**config.mk**
```make
export PLATFORM = sky130hd
export DESIGN_NAME = led_dimmer
export DESIGN_NICKNAME = d
export VERILOG_FILES = /design/src/rtl/dim_pkg.sv /design/src/rtl/dim_period_ctr.sv /design/src/rtl/dim_level_reg.sv /design/src/rtl/dim_duty_map.sv /design/src/rtl/led_dimmer.sv
export SDC_FILE = /design/constraint.sdc
export NUM_CORES = 1
export LEC_CHECK = 0
export ABC_AREA = 1
export ABC_CLOCK_PERIOD_IN_PS = 5500
export BUFFER_PORTS_ARGS = -buffer_cell sky130_fd_sc_hd__clkbuf_2
export CORE_AREA = 2 2 48 50
export DETAILED_ROUTE_END_ITERATION = 6
export DIE_AREA = 0 0 50 52
export GPL_ROUTABILITY_DRIVEN = 0
export PLACE_DENSITY = 0.75
export SYNTH_ARGS = -nofsm -noshare
export SYNTH_HDL_FRONTEND = slang
export SYNTH_HIERARCHICAL = 1
export SYNTH_SLANG_ARGS = --single-unit
```
**constraint.sdc**
```tcl
create_clock -name clk -period 5.5 [get_ports clk]
set_input_delay 0.55 -clock clk [delete_from_list [all_inputs] [get_ports clk]]
set_output_delay 0.55 -clock clk [all_outputs]
set_load 0.1 [all_outputs]
```
**src/rtl/dim_pkg.sv**
```systemverilog
// Package dim_pkg
// Shared widths and the perceptual duty table for the LED dimmer.
// Assumes a 4-bit level and an 8-bit duty; the table is fixed at build time.
package dim_pkg;

    localparam int LVL_W  = 4;
    localparam int DUTY_W = 8;

    typedef logic [LVL_W-1:0]  level_t;
    typedef logic [DUTY_W-1:0] duty_t;

    localparam level_t LVL_FULL = level_t'((1 << LVL_W) - 1);

    // Perceptual duty per level; the top level is forced on elsewhere.
    function automatic duty_t duty_of(input level_t lvl);
        duty_t d;
        case (lvl)
            4'd0:    d = 8'd0;
            4'd1:    d = 8'd1;
            4'd2:    d = 8'd3;
            4'd3:    d = 8'd6;
            4'd4:    d = 8'd10;
            4'd5:    d = 8'd16;
            4'd6:    d = 8'd24;
            4'd7:    d = 8'd34;
            4'd8:    d = 8'd47;
            4'd9:    d = 8'd64;
            4'd10:   d = 8'd86;
            4'd11:   d = 8'd113;
            4'd12:   d = 8'd145;
            4'd13:   d = 8'd178;
            4'd14:   d = 8'd217;
            default: d = 8'd255;
        endcase
        return d;
    endfunction

endpackage

```
**src/rtl/dim_period_ctr.sv**
```systemverilog
// Module dim_period_ctr
// Free-running PWM period counter. Flags the first and last step.
// Assumes a synchronous active-low reset that returns the count to zero.
module dim_period_ctr #(
    parameter int CNT_W = 8
) (
    input  logic             clk,
    input  logic             rst_n,
    output logic [CNT_W-1:0] cnt_o,
    output logic             first_o,
    output logic             last_o
);

    localparam logic [CNT_W-1:0] CNT_MAX = {CNT_W{1'b1}};

    logic [CNT_W-1:0] cnt_q;

    // Count steps, wrapping naturally at the top value.
    always_ff @(posedge clk) begin
        if (!rst_n) cnt_q <= '0;
        else        cnt_q <= cnt_q + 1'b1;
    end

    assign cnt_o   = cnt_q;
    assign first_o = (cnt_q == '0);
    assign last_o  = (cnt_q == CNT_MAX);

    AST_CNT_STEP: assert property (@(posedge clk) disable iff (!rst_n)
        rst_n |=> (cnt_q == CNT_W'($past(cnt_q) + 1'b1)));
    AST_LAST_TO_FIRST: assert property (@(posedge clk) disable iff (!rst_n)
        last_o |=> first_o);

endmodule

```
**src/rtl/dim_level_reg.sv**
```systemverilog
// Module dim_level_reg
// Captures strobed level requests and moves the latest one into the active
// level only on the step before the counter wraps.
// Assumes last_i is high for exactly one cycle per period.
module dim_level_reg #(
    parameter int LVL_W = 4
) (
    input  logic             clk,
    input  logic             rst_n,
    input  logic             stb_i,
    input  logic [LVL_W-1:0] lvl_i,
    input  logic             last_i,
    output logic [LVL_W-1:0] act_o
);

    logic [LVL_W-1:0] pend_q;
    logic             pend_vld_q;
    logic [LVL_W-1:0] act_q;

    // Hold the newest request until the period ends.
    always_ff @(posedge clk) begin
        if (!rst_n) begin
            pend_q     <= '0;
            pend_vld_q <= 1'b0;
        end else if (last_i) begin
            pend_vld_q <= 1'b0;
        end else if (stb_i) begin
            pend_q     <= lvl_i;
            pend_vld_q <= 1'b1;
        end
    end

    // Apply the pending or same-cycle request at the period boundary.
    always_ff @(posedge clk) begin
        if (!rst_n) begin
            act_q <= '0;
        end else if (last_i) begin
            if (stb_i)           act_q <= lvl_i;
            else if (pend_vld_q) act_q <= pend_q;
        end
    end

    assign act_o = act_q;

    AST_LVL_HOLD: assert property (@(posedge clk) disable iff (!rst_n)
        !last_i |=> $stable(act_q));
    AST_LAST_STB_WINS: assert property (@(posedge clk) disable iff (!rst_n)
        (last_i && stb_i) |=> (act_q == $past(lvl_i)));

endmodule

```
**src/rtl/dim_duty_map.sv**
```systemverilog
// Module dim_duty_map
// Looks up the perceptual duty for the active level and flags the level
// that forces the output fully on.
// Assumes the table in dim_pkg rises strictly from level 1 to 14.
module dim_duty_map
    import dim_pkg::*;
(
    input  level_t lvl_i,
    output duty_t  duty_o,
    output logic   full_o
);

    // Combinational table lookup and forced-on detection.
    always_comb begin
        duty_o = duty_of(lvl_i);
        full_o = (lvl_i == LVL_FULL);
    end

endmodule

```
**src/rtl/led_dimmer.sv**
```systemverilog
// Module led_dimmer
// Perceptual PWM dimmer for one LED: a 4-bit level is mapped through a fixed
// table to an 8-bit duty and compared with a 256-step period counter.
// Assumes a 256-step period (counter width equals duty width) and a
// synchronous active-low reset.
module led_dimmer
    import dim_pkg::*;
(
    input  logic             clk,
    input  logic             rst_n,
    input  logic [LVL_W-1:0] level_in,
    input  logic             level_stb,
    output logic             led_out,
    output logic             period_start
);

    logic [DUTY_W-1:0] cnt;
    logic              first_step;
    logic              last_step;
    level_t            act_lvl;
    duty_t             duty;
    logic              full_on;

    dim_period_ctr #(.CNT_W(DUTY_W)) u_ctr (
        .clk     (clk),
        .rst_n   (rst_n),
        .cnt_o   (cnt),
        .first_o (first_step),
        .last_o  (last_step)
    );

    dim_level_reg #(.LVL_W(LVL_W)) u_lvl (
        .clk    (clk),
        .rst_n  (rst_n),
        .stb_i  (level_stb),
        .lvl_i  (level_in),
        .last_i (last_step),
        .act_o  (act_lvl)
    );

    dim_duty_map u_map (
        .lvl_i  (act_lvl),
        .duty_o (duty),
        .full_o (full_on)
    );

    // Drive the LED high while the count is below the duty, or always if forced.
    always_comb begin
        led_out      = full_on || (cnt < duty);
        period_start = first_step;
    end

    AST_FULL_ON: assert property (@(posedge clk) disable iff (!rst_n)
        (act_lvl == LVL_FULL) |-> led_out);
    AST_DARK: assert property (@(posedge clk) disable iff (!rst_n)
        (act_lvl == '0) |-> !led_out);
    AST_START_GAP: assert property (@(posedge clk) disable iff (!rst_n)
        period_start |=> !period_start);
    AST_LEVEL1_SHORT: assert property (@(posedge clk) disable iff (!rst_n)
        (act_lvl == 4'd1 && !period_start) |-> !led_out);

endmodule

```
; ---- Word-level counts from Yosys, hierarchy flattened
; Memories as Yosys holds them, arrays and structs flattened. A register that Yosys moved wholly into a read port is not among the register bits.
; Cells that the tools add are included.
[totals]
ff_bits = 17
romBits = 128
out_inout_bits = 2
elab_cells = 21
n_memories = 1
[memory_table]
columns = name, words, word_bits, rd, rd_clocked_by_memory_dff, write_ports, line
row1 = (no name shown), 16, 8, 1, 1, 0, dim_pkg.sv:17  ; case (lvl)
[op_classes]
add_sub_neg = 1
magnitude_cmp = 1
n_eq_ne = 2
mux = 4
bitwise = 2
reduce_logical = 6
[ops]
columns = operator, n
row1 = 4-bit 2-to-1 mux, 4
row2 = 8-bit by 1-bit adder with 8-bit output (second input constant), 1
row3 = 8-bit equality test (second input constant), 1
row4 = 8-bit logical NOT, 1
row5 = 8-bit < comparator, 1
row6 = 4-bit equality test (second input constant), 1
row7 = 2-bit AND reduction, 2
row8 = 1-bit inverter, 2
row9 = 2-bit nonzero test, 1
row10 = 2-bit OR reduction, 1
row11 = 1-bit logical OR, 1

; ---- Longest topological paths before layout
; Gate-level depths: netlist of the first run.
[logic_depth]
depth_word = 4
depth_mapped = 15

; ---- Hierarchy
; Netlist of the first run, hierarchy kept.
[modules_own_cells]
columns = module, n_inst, cells_per_inst, area_per_inst_um2, seq_area_each_um2
row1 = dim_level_reg, 1, 62, 409.1, 180.2
row2 = dim_period_ctr, 1, 56, 376.6, 160.2
row3 = dim_duty_map, 1, 42, 232.7, 0.0
row4 = led_dimmer, 1, 34, 196.4, 0.0

; ---- Least setup slack after synthesis of the first run
; No wires, ideal clock.
[synth_path]
path_type = register to output
from = reg u_lvl.act_q[2] (netlist: u_lvl/act_o[2])
to = out led_out
arrival_ns = 2.307
t_required_ns = 4.950
path_slack_ns = 2.643
stages_incl_launch_ff = 15
cell_sequence = dfxtp_1 buf_4 inv_1 ha_1 or2_0 o21ai_2 inv_1 ha_1 nand2_1 nand2_1 nand2_1 nand2_1 nand2_1 nand2_1 nand2_1
[synth_via]
elab_chain_len = 2
[synth_lines]
columns = element, line
row1 = from (decl), dim_level_reg.sv:18  ; logic [LVL_W-1:0] act_q;
row2 = from (signal assigned), dim_level_reg.sv:38  ; if (stb_i) act_q <= lvl_i;
row3 = from (signal assigned), dim_level_reg.sv:39  ; else if (pend_vld_q) act_q <= pend_q;
row4 = 4-bit equality test, dim_duty_map.sv:16  ; full_o = (lvl_i == LVL_FULL);
row5 = 1-bit logical OR, led_dimmer.sv:49  ; led_out = full_on || (cnt < duty);
row6 = to (decl), led_dimmer.sv:13  ; output logic led_out,
; Every way passes these cells.

; ---- Worst setup path in the final report of the first run
; Same ends and word-level chain as after synthesis.

==> results by group, run 1 <==
STA
  – Relative slew slack: 0.644
  – Hold slack: 500 ps
  – Setup TNS: 0 ps
  – Fraction of the cycle the final worst path needs: 0.578
  – Peak Freq: around 310 MHz
  – Final min period: approximately 3200 ps
  – Fin. Hold Viols: 0
  – Worst slew pin tran: 537 ps
  – RSZ-0062 raised after global routing: no
  – Final setup fails: 0
  – Worst Skew: roughly 3.5 ps
  – Slew Limit Fails: 0

Drt
  – Final routed DRC violation total: 0
  – Final wirelength: ~2100 microns
  – Drt first pass iters: 4
  – Via density: 4.79
  – Initial DRC count: 18
  – Via count: 1107
  – Drt wl/cell: just over 9 microns
  – Post-DRT Antenna Nets: 0

Global route
  – Grt total ovfl: 0
  – Total GRT Usage: 0.190
  – Antenna violations before repair: 0
  – Number of global-route vias before repair: 982
  – First-pass GRT wire length: just under 4000 microns
  – Largest net degree at the start of global routing: 16

Layout
  – Layout Utilization: 0.614
  – Number of diodes: 0
  – Nets: 226
  – Layout cells sized above 1: 0.103
  – Fin area: between 1000 and 1500 sq um
  – Area Growth Syn to Fin: 6.39%
  – Final-layout fill cell count: between 150 and 200
  – Post-Layout Cell Count: between 200 and 250

Place
  – Area of placed instances: 1270 sq um
  – Post-DP HPWL: 1680 microns
  – Placed insts: about 230
  – Port Buffers: 8

Die
  – Die ar.: between 2000 and 3000 sq um
  – Core area: between 2000 and 2500 sq um
  – Rows: 17
  – Initial Utilization: 0.577
  – IO Count: 9
  – Chip height: roughly 52 microns
  – Die W: 50 microns

Setup path
  – WP depth: 14
  – Cell repeated most along the worst path: nand2_1
  – R2R setup slack: ~3700 ps
  – Setup CP Type: reg2out
  – Crit path max fanout: 11
  – CP max stage delay: 510 ps
  – Crit path capture type: primary output
  – Crit path buf inv count: 3
  – Reg2reg start: u_ctr/cnt_o[1]$_SDFF_PN0_
  – CP required: 4950 ps
  – Worst path cell trace: inv_1 -> ha_1 -> or2_0 -> o21ai_2 -> inv_1 -> ha_1 -> nand2_1 -> nand2_1 -> nand2_1 -> nand2_1 -> nand2_1 -> nand2_1 -> nand2_1 -> clkbuf_2
  – Worst r2r dst: u_lvl/pend_q[2]$_SDFFE_PN0P_
  – Critical path's slowest cell: dfxtp_1
  – Critical Path Source Type: flop
  – Family with the most delay on the worst path: buffers and inverters
  – WP data arrival: between 2000 and 3000 ps
  – R2R depth: 10

CTS
  – Clock tree buffer depth: 2
  – CTS buffer count: 3
  – CTS tree: built
  – Clk_lat worst skew: approximately 280 ps
  – CTS root buffer: clkbuf_4
  – Setup Fix Bufs, Post-CTS: 0
  – Clock sinks: 17
  – PostCTS Resize Cnt: 0
  – CTS clk-pin slew, worst paths: approximately 100 ps
  – H-tree depth: 1
  – CTS Hold Bufs: 0

Status
  – Outcome: completed

Power and ir drop
  – Static Leakage: around 0.00066 uW
  – Net Switching: between 70 and 80 uW
  – Logic pwr share: 0.179
  – Sequential share of power: 0.552
  – Clock power frac: 0.269
  – Peak supply drop: about 0.13 mV
  – P_int: between 150 and 200 uW
  – Net Sw Frac: 0.303
  – P per Cell Area: between 150 and 200 nW/um^2

Logic synthesis
  – Syn_nets: ~220
  – Cell area after synthesis: 1210 sq um
  – Ranking of synthesized cells by area: dfxtp_1 (28%), nand2_1 (19%), ha_1 (15%)
  – Yosys cell types: 20
  – Area leader, netlist: dfxtp_1
  – Post-synth EDFFs: 0
  – Yosys top cell area share: 0.280
  – Mapped Cells: ~190
  – Ys async rst share: 0
  – Count leader, synth: nand2_1
  – Post-synth top cells: nand2_1 (60), nor2_1 (32), inv_1 (29)
  – Syn_area_per_cell: 6.26 sq um
  – Synth warn: 6
  – Synth Flop Type: dfxtp_1
  – Flops & latches, synth: 17
  – Sequential-to-total area share from yosys stat: 0.280

Hold path
  – Hold path depth: 1
  – Hold-critical path endpoint: u_ctr/cnt_o[0]$_SDFF_PN0_
  – Hold_sp: u_ctr/cnt_o[0]$_SDFF_PN0_
  – Hold Path Class: reg2reg

Run
  – Max-cap violations: 0
-- state kept, by name, indices dropped and copies added (netlist names) --
signal            count
u_ctr/cnt_o           8
u_lvl/act_o           4
u_lvl/pend_q          4
u_lvl/pend_vld_q      1
-- how the worst max path moves through the flow --
| stage | from | end | slack (ps) |
|---|---|---|---|
| 6_report | u_lvl/act_o[2]$_SDFFE_PN0P_ | led_out | 2320 |
| 5_1_grt | u_lvl/act_o[2]$_SDFFE_PN0P_ | led_out | 2080 |
| 4_1_cts | u_lvl/act_o[2]$_SDFFE_PN0P_ | led_out | 2300 |
| 3_5_place_dp | u_lvl/act_o[2]$_SDFFE_PN0P_ | led_out | 2610 |
| 3_3_place_gp | u_lvl/act_o[2]$_SDFFE_PN0P_ | led_out | 2690 |
| 2_1_floorplan | u_lvl/act_o[2]$_SDFFE_PN0P_ | led_out | 2640 |
-- logic make-up (layout without fill, tap and decap cells) --
logic type                 Yosys count  in the layout  synth area share
and+or+nand+nor                    109            109             0.359
buffers and inverters               36             45             0.122
AOI/OAI and AO/OA                   17             17            0.0845
DFF                                 17             17             0.280
adders and majority gates           15             15             0.154
-- stage by stage --
step                worst slack [ps]  total power (uW)
floorplan                       2640               169
global placement                2690               176
detailed placement              2610               178
CTS                             2300               241
global route                    2080               250
finish                          2320               239
-- layout by cell type (no fill, tap or decap), types with 2 or more instances in the layout --
| cell | n |
|---|---|
| nand2_2 | 2 |
| a21oi_1 | 8 |
| dfxtp_1 | 17 |
| clkbuf_2 | 8 |
| ha_1 | 15 |
| nor2_2 | 2 |
| nand3_1 | 11 |
| clkbuf_4 | 3 |
| inv_1 | 29 |
| o21ai_0 | 5 |
| nand2_1 | 60 |
| inv_2 | 4 |
| nor2_1 | 32 |
-- per-layer routing --
layer,share of wire,GRT usage,vias to the layer above
met2,0.46,0.322,19
met5,0,0,-
met3,0.026,0.0172,4
li1,-,-,605
met4,0.015,0.0694,0
met1,0.50,0.249,479
-- area by class of cell --
class | count | area [sq um] | share of cell area
Clock buffer | 4 | 26.3 | 0.0203
Multi-Input combinational cell | 141 | 727 | 0.562
Tap cell | 28 | 35.0 | 0.0271
Timing Repair Buffer | 8 | 40.0 | 0.0310
Sequential cell | 17 | 340 | 0.263
Inverter | 33 | 124 | 0.0958
-- power by group through the flow --
| stage | registers (uW) | logic (uW) | clock network (uW) |
|---|---|---|---|
| finish | 132 | 42.7 | 64.3 |
| global route | 133 | 48.0 | 69.3 |
| CTS | 132 | 43.0 | 66.2 |
| detailed placement | 135 | 42.8 | 0 |
| global placement | 134 | 41.7 | 0 |
| floorplan | 133 | 36.0 | 0 |
Note: power is estimated with default switching activity, not from simulation.
==> run 2: changes to the inputs <==
- ABC_AREA: 1 -> 0
- ABC_CLOCK_PERIOD_IN_PS: 5500 -> 2900
- CORE_AREA: 2 2 48 50 -> 2 2 52 54
- DIE_AREA: 0 0 50 52 -> 0 0 54 56
- PLACE_DENSITY: 0.75 -> 0.67
- clock period: 5.5 -> 2.9 ns (I/O delays scaled with it)
==> run 2 against run 1 <==
  * Synthesized cell count decreased by 31%
  * Clock power increased by 100%
  * Critical path depth decreased by 4
  * Power increased by 96%
==> results by group, run 2 <==
Status
  – Outcome: completed (unchanged)

Global route
  – Largest net degree at the start of global routing: 18 (was 16)
  – Total GRT Usage: 0.160 (was 0.190)
  – Antenna violations before repair: 0 (unchanged)
  – Number of global-route vias before repair: 875 (was 982)
  – First-pass GRT wire length: 3640 microns (was 3920 microns)
  – Grt total ovfl: 0 (unchanged)

Setup path
  – CP required: 2610 ps (was 4950 ps)
  – Setup CP Type: reg2out (unchanged)
  – WP data arrival: 2450 ps (was 2630 ps)
  – Critical Path Source Type: flop (unchanged)
  – Crit path capture type: primary output (unchanged)
  – Crit path max fanout: 5 (was 11)

CTS
  – CTS clk-pin slew, worst paths: 100 ps (about the same)
  – Clk_lat worst skew: 300 ps (was 280 ps)
  – Clock tree buffer depth: 2 (unchanged)
  – CTS tree: built (unchanged)
  – CTS root buffer: clkbuf_4 (unchanged)
  – CTS buffer count: 3 (unchanged)
  – H-tree depth: 1 (unchanged)
  – Clock sinks: 17 (unchanged)

STA
  – Slew Limit Fails: 0 (unchanged)
  – Worst slew pin tran: 538 ps (was 537 ps)
  – Final setup fails: 0 (unchanged)
  – Fraction of the cycle the final worst path needs: 0.946
  – Fin. Hold Viols: 0 (unchanged)
  – Final worst setup slack: 155 ps (was 2320 ps)
  – Setup TNS: 0 ps (unchanged)
  – Final min period: around 2700 ps
  – Peak Freq: between 300 and 400 MHz
  – Relative slew slack: 0.643 (was 0.644)
  – Worst Skew: 4.01 ps (was 3.49 ps)
  – RSZ-0062 raised after global routing: no (unchanged)

Layout
  – Largest register FFs: 8 (unchanged)
  – Fin area: 1320 sq um (was 1290 sq um)
  – Post-Layout Cell Count: 172 (was 231)
  – Final-layout fill cell count: 253 (was 198)
  – Layout cells sized above 1: 0.169 (was 0.103)
  – Number of diodes: 0 (unchanged)
  – Most frequent cells in the layout: dfxtp_1 (15), inv_1 (14), ha_1 (14) (was nand2_1 (60), nor2_1 (32), inv_1 (29))
  – Commonest non-fill, non-tap cell in the layout: dfxtp_1 (was nand2_1)
  – Area Growth Syn to Fin: 9.58% (was 6.39%)
  – Nets: 165 (was 226)

Power and ir drop
  – Sequential share of power: 0.530 (was 0.552)
  – Logic pwr share: 0.195 (was 0.179)
  – Peak supply drop: 0.302 mV (was 0.132 mV)
  – Clock power frac: 0.275 (was 0.269)
  – Static Leakage: 0.000585 uW (was 0.000664 uW)
  – P per Cell Area: 355 nW/um^2 (was 185 nW/um^2)
  – Net Sw Frac: 0.302 (was 0.303)
  – Net Switching: 141 uW (was 72.5 uW)
  – P_int: 326 uW (was 166 uW)

Logic synthesis
  – Ys async rst share: 0 (unchanged)
  – Flops & latches, synth: 17 (unchanged)
  – Yosys cell types: 39 (was 20)
  – Syn_nets: 155 (was 216)
  – Mapped Cells: 133 (was 194)
  – Post-synth top cells: dfxtp_1 (17), ha_1 (15), inv_1 (14) (was nand2_1 (60), nor2_1 (32), inv_1 (29))
  – Synth Flop Type: dfxtp_1 (unchanged)
  – Count leader, synth: dfxtp_1 (was nand2_1)
  – Syn_area_per_cell: 9.03 sq um (was 6.26 sq um)
  – Post-synth EDFFs: 0 (unchanged)
  – Yosys top cell area share: 0.283 (was 0.280)
  – Area leader, netlist: dfxtp_1 (unchanged)
  – Sequential-to-total area share from yosys stat: 0.283 (was 0.280)
  – Synth warn: 6 (unchanged)
  – Cell area after synthesis: 1200 sq um (was 1210 sq um)
  – Ranking of synthesized cells by area: dfxtp_1 (28%), ha_1 (16%), mux2i_1 (8.3%) (was dfxtp_1 (28%), nand2_1 (19%), ha_1 (15%))

Place
  – Area of placed instances: 1270 sq um (unchanged)
  – Post-DP HPWL: 1680 microns (about the same)
  – Port Buffers: 8 (unchanged)
  – Setup slack at placement: 225 ps (was 2610 ps)
  – Placed insts: 168 (was 227)

Drt
  – Final routed DRC violation total: 0 (unchanged)
  – Drt wl/cell: 12.4 microns (was 9.23 microns)
  – Post-DRT Antenna Nets: 0 (unchanged)
  – Initial DRC count: 8 (was 18)
  – Drt first pass iters: 4 (unchanged)
  – Via count: 899 (was 1107)
  – Final wirelength: 2130 microns (about the same)
  – Via density: 5.23 (was 4.79)

Die
  – Die W: 54 microns (was 50 microns)
  – Core area: 2430 sq um (was 2110 sq um)
  – Chip height: 56 microns (was 52 microns)
  – Die ar.: 3020 sq um (was 2600 sq um)
  – Initial Utilization: 0.494 (was 0.577)
  – Rows: 18 (was 17)
  – IO Count: 9 (unchanged)

Hold path
  – Hold Path Class: in2reg (was reg2reg)

Run
  – Max-cap violations: 0 (unchanged)
[run 2: timing repair]
action                                  in CTS  in global routing
setup buffers                                0                  0
endpoints found under the setup margin       1                  1
resized for setup                            3                  2
hold buffers                                 0                  0
pin swaps                                    0                  0
[run 2: per-stage QoR]
step                hold WS (ps)  power (uW)   util
finish                       265         468  0.541
global route                 278         493  0.541
CTS                          259         476  0.535
detailed placement           504         344  0.521
global placement             483         342  0.521
floorplan                    412         321      -
[run 2: logic make-up after synthesis]
| group | Yosys count | share of synthesized area |
|---|---|---|
| AO/OA/AOI/OAI | 27 | 0.168 |
| AND/OR/NAND/NOR | 41 | 0.196 |
| adder cells (fa/ha/maj) | 15 | 0.156 |
| buffers and inverters | 19 | 0.0844 |
| flip-flops | 17 | 0.283 |
| multiplexers | 10 | 0.0833 |
| XOR/XNOR | 4 | 0.0292 |
[run 2: power groups by stage]
stage	Combinational [uW]	Sequential, uW	Clock [uW]
after floorplan	68.3	252	0
after global placement	87.6	254	0
after detailed placement	89.6	255	0
after CTS	92.0	249	135
after global routing	99.2	250	144
final	91.0	248	129
[run 2: path summary, 6_finish.rpt]
kind | start | slack (ps) | end | cells past startpoint
worst min register to register | u_lvl/pend_vld_q$_SDFFE_PP0P_ | 520 | u_lvl/pend_vld_q$_SDFFE_PP0P_ | 2
worst max register to register | u_ctr/cnt_o[0]$_SDFF_PN0_ | 1310 | u_lvl/act_o[0]$_SDFFE_PN0P_ | 6
worst max-delay path | u_lvl/act_o[0]$_SDFFE_PN0P_ | 160 | led_out | 10
worst min-delay path | level_in[3] | 270 | u_lvl/pend_q[3]$_SDFFE_PN0P_ | 3
[run 2: per-layer routing]
layer,wire length [microns],vias up,global-route usage
met4,7,0,0.0321
li1,-,476,-
met3,61,2,0.0484
met2,1100,8,0.280
met1,959,413,0.187
met5,0,-,0
[run 2: final cells by class]
class / instances / area [sq um] / share of cell area
Clock inverter: 1 / 5.00 / 0.00380
Multi-Input combinational cell: 97 / 787 / 0.598
Inverter: 15 / 56.3 / 0.0428
Clock buffer: 3 / 22.5 / 0.0171
Sequential cell: 17 / 345 / 0.262
Tap cell: 30 / 37.5 / 0.0285
Timing Repair Buffer: 9 / 62.6 / 0.0475
[run 2: critical path: stages (launching register included)]
cell and delay (ps):
dfxtp_2 360, inv_1 180, ha_4 250, nor2b_1 120, o31a_1 140, inv_1 40
ha_1 260, o211ai_1 100, a2111oi_2 390, o21bai_2 140, buf_12 180
==> run 3: changes to the inputs <==
- ABC_CLOCK_PERIOD_IN_PS: 2900 -> not set
- SETUP_SLACK_MARGIN: not set -> 0.3
==> run 3 against run 2 <==
  * Cell count grew 0.58%
  * Core utilization up 2.2 points
  * Sequential share of layout area fell by 0.73 points
  * First-iteration DRC count increased to 2.9 times the previous value
  * Fmax increased by 5.2%
  * Cell area rose by 4.0%
  * Sequential power barely moved
  * Critical path type unchanged
  * Critical endpoint unchanged
  * Largest cell class unchanged
==> results by group, run 3 (synthesis gave the netlist of run 2 again) <==
STA
  – Setup TNS: 0 ps (unchanged)
  – Final setup fails: 0 (unchanged)
  – Peak Freq: 383 MHz (was 364 MHz)
  – Final min period: 2610 ps (was 2740 ps)
  – RSZ-0062 raised after global routing: yes (was no)
  – Worst Skew: 1.24 ps (was 4.01 ps)
  – Relative slew slack: 0.642 (was 0.643)
  – Fin. Hold Viols: 0 (unchanged)
  – Slew Limit Fails: 0 (unchanged)
  – Worst slew pin tran: 540 ps (was 538 ps)
  – Fraction of the cycle the final worst path needs: 0.900 (was 0.946)

Power and ir drop
  – Peak supply drop: 0.297 mV (was 0.302 mV)
  – Net Switching: 145 uW (was 141 uW)
  – Net Sw Frac: 0.306 (was 0.302)
  – Clock power frac: 0.269 (was 0.275)
  – Sequential share of power: 0.521 (was 0.530)
  – P per Cell Area: 347 nW/um^2 (was 355 nW/um^2)
  – Logic pwr share: 0.210 (was 0.195)
  – Static Leakage: 0.000599 uW (was 0.000585 uW)
  – P_int: 330 uW (was 326 uW)

Global route
  – Largest net degree at the start of global routing: 18 (unchanged)
  – Total GRT Usage: 0.180 (was 0.160)
  – Antenna violations before repair: 0 (unchanged)
  – Grt total ovfl: 0 (unchanged)
  – First-pass GRT wire length: 4160 microns (was 3640 microns)
  – Number of global-route vias before repair: 992 (was 875)

Die
  – Die ar.: 3020 sq um (unchanged)
  – Chip height: 56 microns (unchanged)
  – Core area: 2430 sq um (unchanged)
  – Die W: 54 microns (unchanged)
  – Initial Utilization: 0.494 (unchanged)
  – Rows: 18 (unchanged)
  – IO Count: 9 (unchanged)

Layout
  – Layout Utilization: 0.563 (was 0.541)
  – Most frequent cells in the layout: dfxtp_1 (14), ha_1 (13), inv_1 (12) (was dfxtp_1 (15), inv_1 (14), ha_1 (14))
  – Post-Layout Cell Count: 173 (was 172)
  – Layout cells sized above 1: 0.210 (was 0.169)
  – Area Growth Syn to Fin: 14.0% (was 9.58%)
  – Nets: 166 (was 165)
  – Largest register FFs: 8 (unchanged)
  – Commonest non-fill, non-tap cell in the layout: dfxtp_1 (unchanged)
  – Number of diodes: 0 (unchanged)

CTS
  – CTS root buffer: clkbuf_4 (unchanged)
  – CTS clk-pin slew, worst paths: 100 ps (about the same)
  – Clock sinks: 17 (unchanged)
  – CTS Hold Bufs: 0 (unchanged)
  – Clk_lat worst skew: 290 ps (was 300 ps)
  – H-tree depth: 1 (unchanged)
  – CTS buffer count: 3 (unchanged)
  – Clock tree buffer depth: 2 (unchanged)
  – CTS tree: built (unchanged)

Run
  – Max-cap violations: 0 (unchanged)

Drt
  – Drt first pass iters: 4 (unchanged)
  – Drt wl/cell: 12.8 microns (was 12.4 microns)
  – Via density: 5.35 (was 5.23)
  – Initial DRC count: 23 (was 8)
  – Post-DRT Antenna Nets: 0 (unchanged)
  – Via count: 925 (was 899)
  – Final routed DRC violation total: 0 (unchanged)
  – Final wirelength: 2220 microns (was 2130 microns)

Setup path
  – Critical Path Source Type: flop (unchanged)
  – Crit path max fanout: 5 (unchanged)
  – WP data arrival: 2320 ps (was 2450 ps)
  – Setup CP Type: reg2out (unchanged)
  – CP Launch Point: u_lvl/act_o[0]$_SDFFE_PN0P_ (unchanged)
  – CP required: 2610 ps (about the same)
  – Worst path cell trace: ha_2 -> nand2b_1 -> o22ai_1 -> inv_1 -> ha_1 -> o211ai_1 -> a2111oi_4 -> o21bai_4 -> buf_12 (was inv_1 -> ha_4 -> nor2b_1 -> o31a_1 -> inv_1 -> ha_1 -> o211ai_1 -> a2111oi_2 -> o21bai_2 -> buf_12)
  – Critical path's slowest cell: dfxtp_4 (was a2111oi_2)
  – Reg2reg start: u_ctr/cnt_o[0]$_SDFF_PN0_ (unchanged)
  – Crit path capture type: primary output (unchanged)
  – CP max stage delay: 400 ps (was 390 ps)

Place
  – Port Buffers: 8 (unchanged)
  – Placed insts: 168 (unchanged)
  – Post-DP HPWL: 1660 microns (was 1680 microns)

Hold path
  – Hold_sp: level_in[3] (unchanged)
  – Hold Path Class: in2reg (unchanged)

Status
  – Outcome: completed (unchanged)
-- run 3: power by group through the flow --
stage	logic (uW)	clock network [uW]	registers, uW
global placement	93.7	0	255
global route	107	149	249
floorplan	74.4	0	253
CTS	100	141	248
finish	99.7	128	247
detailed placement	95.8	0	255
-- run 3: path summary, 6_finish.rpt --
| path | end | slack, ps | cells past startpoint |
|---|---|---|---|
| hold reg to reg | u_lvl/pend_vld_q$_SDFFE_PP0P_ | 510 | 2 |
| setup / recovery | led_out | 290 | 9 |
| setup reg to reg | u_lvl/pend_q[1]$_SDFFE_PN0P_ | 1230 | 6 |
| hold / removal | u_lvl/pend_q[3]$_SDFFE_PN0P_ | 280 | 3 |
-- run 3: metrics by stage --
step                instance area [sq um]  setup WS [ps]  hold WS, ps  power (uW)
floorplan                            1230            376          412         327
global placement                     1290            309          482         348
detailed placement                   1290            208          496         351
CTS                                  1370            281          260         489
global route                         1370            166          267         505
finish                               1370            290          280         475
-- run 3: layer usage --
| layer | up-vias | share of wire | GRT usage |
|---|---|---|---|
| met5 | - | 0 | 0 |
| met4 | 0 | 0.0054 | 0.0429 |
| met3 | 2 | 0.035 | 0.0484 |
| met2 | 17 | 0.51 | 0.322 |
| met1 | 422 | 0.45 | 0.205 |
| li1 | 484 | - | - |
-- run 3: what timing repair did --
action                     in CTS  in global routing
buffers inserted                1                  0
setup endpoints to repair       1                  1
pin swaps                       5                  0
cloned                          0                  0
resized for setup              13                  0
-- run 3: area by class of cell --
class / count / area, sq um
multi-input combinational: 97 / 823
clock buffer: 3 / 22.5
clock inverter: 1 / 5.00
inverter: 15 / 61.3
tap: 30 / 37.5
timing repair buffer: 10 / 70.1
sequential: 17 / 349
fill: 233 / 1060
-- run 3: worst max-delay path, delay by kind of cell (launching register included) --
kind / cells / cell delay, ps
DFF: 1 / 400
and+or+nand+nor: 1 / 60
buffers and inverters: 2 / 240
adders and majority gates: 2 / 530
AOI/OAI and AO/OA: 4 / 790
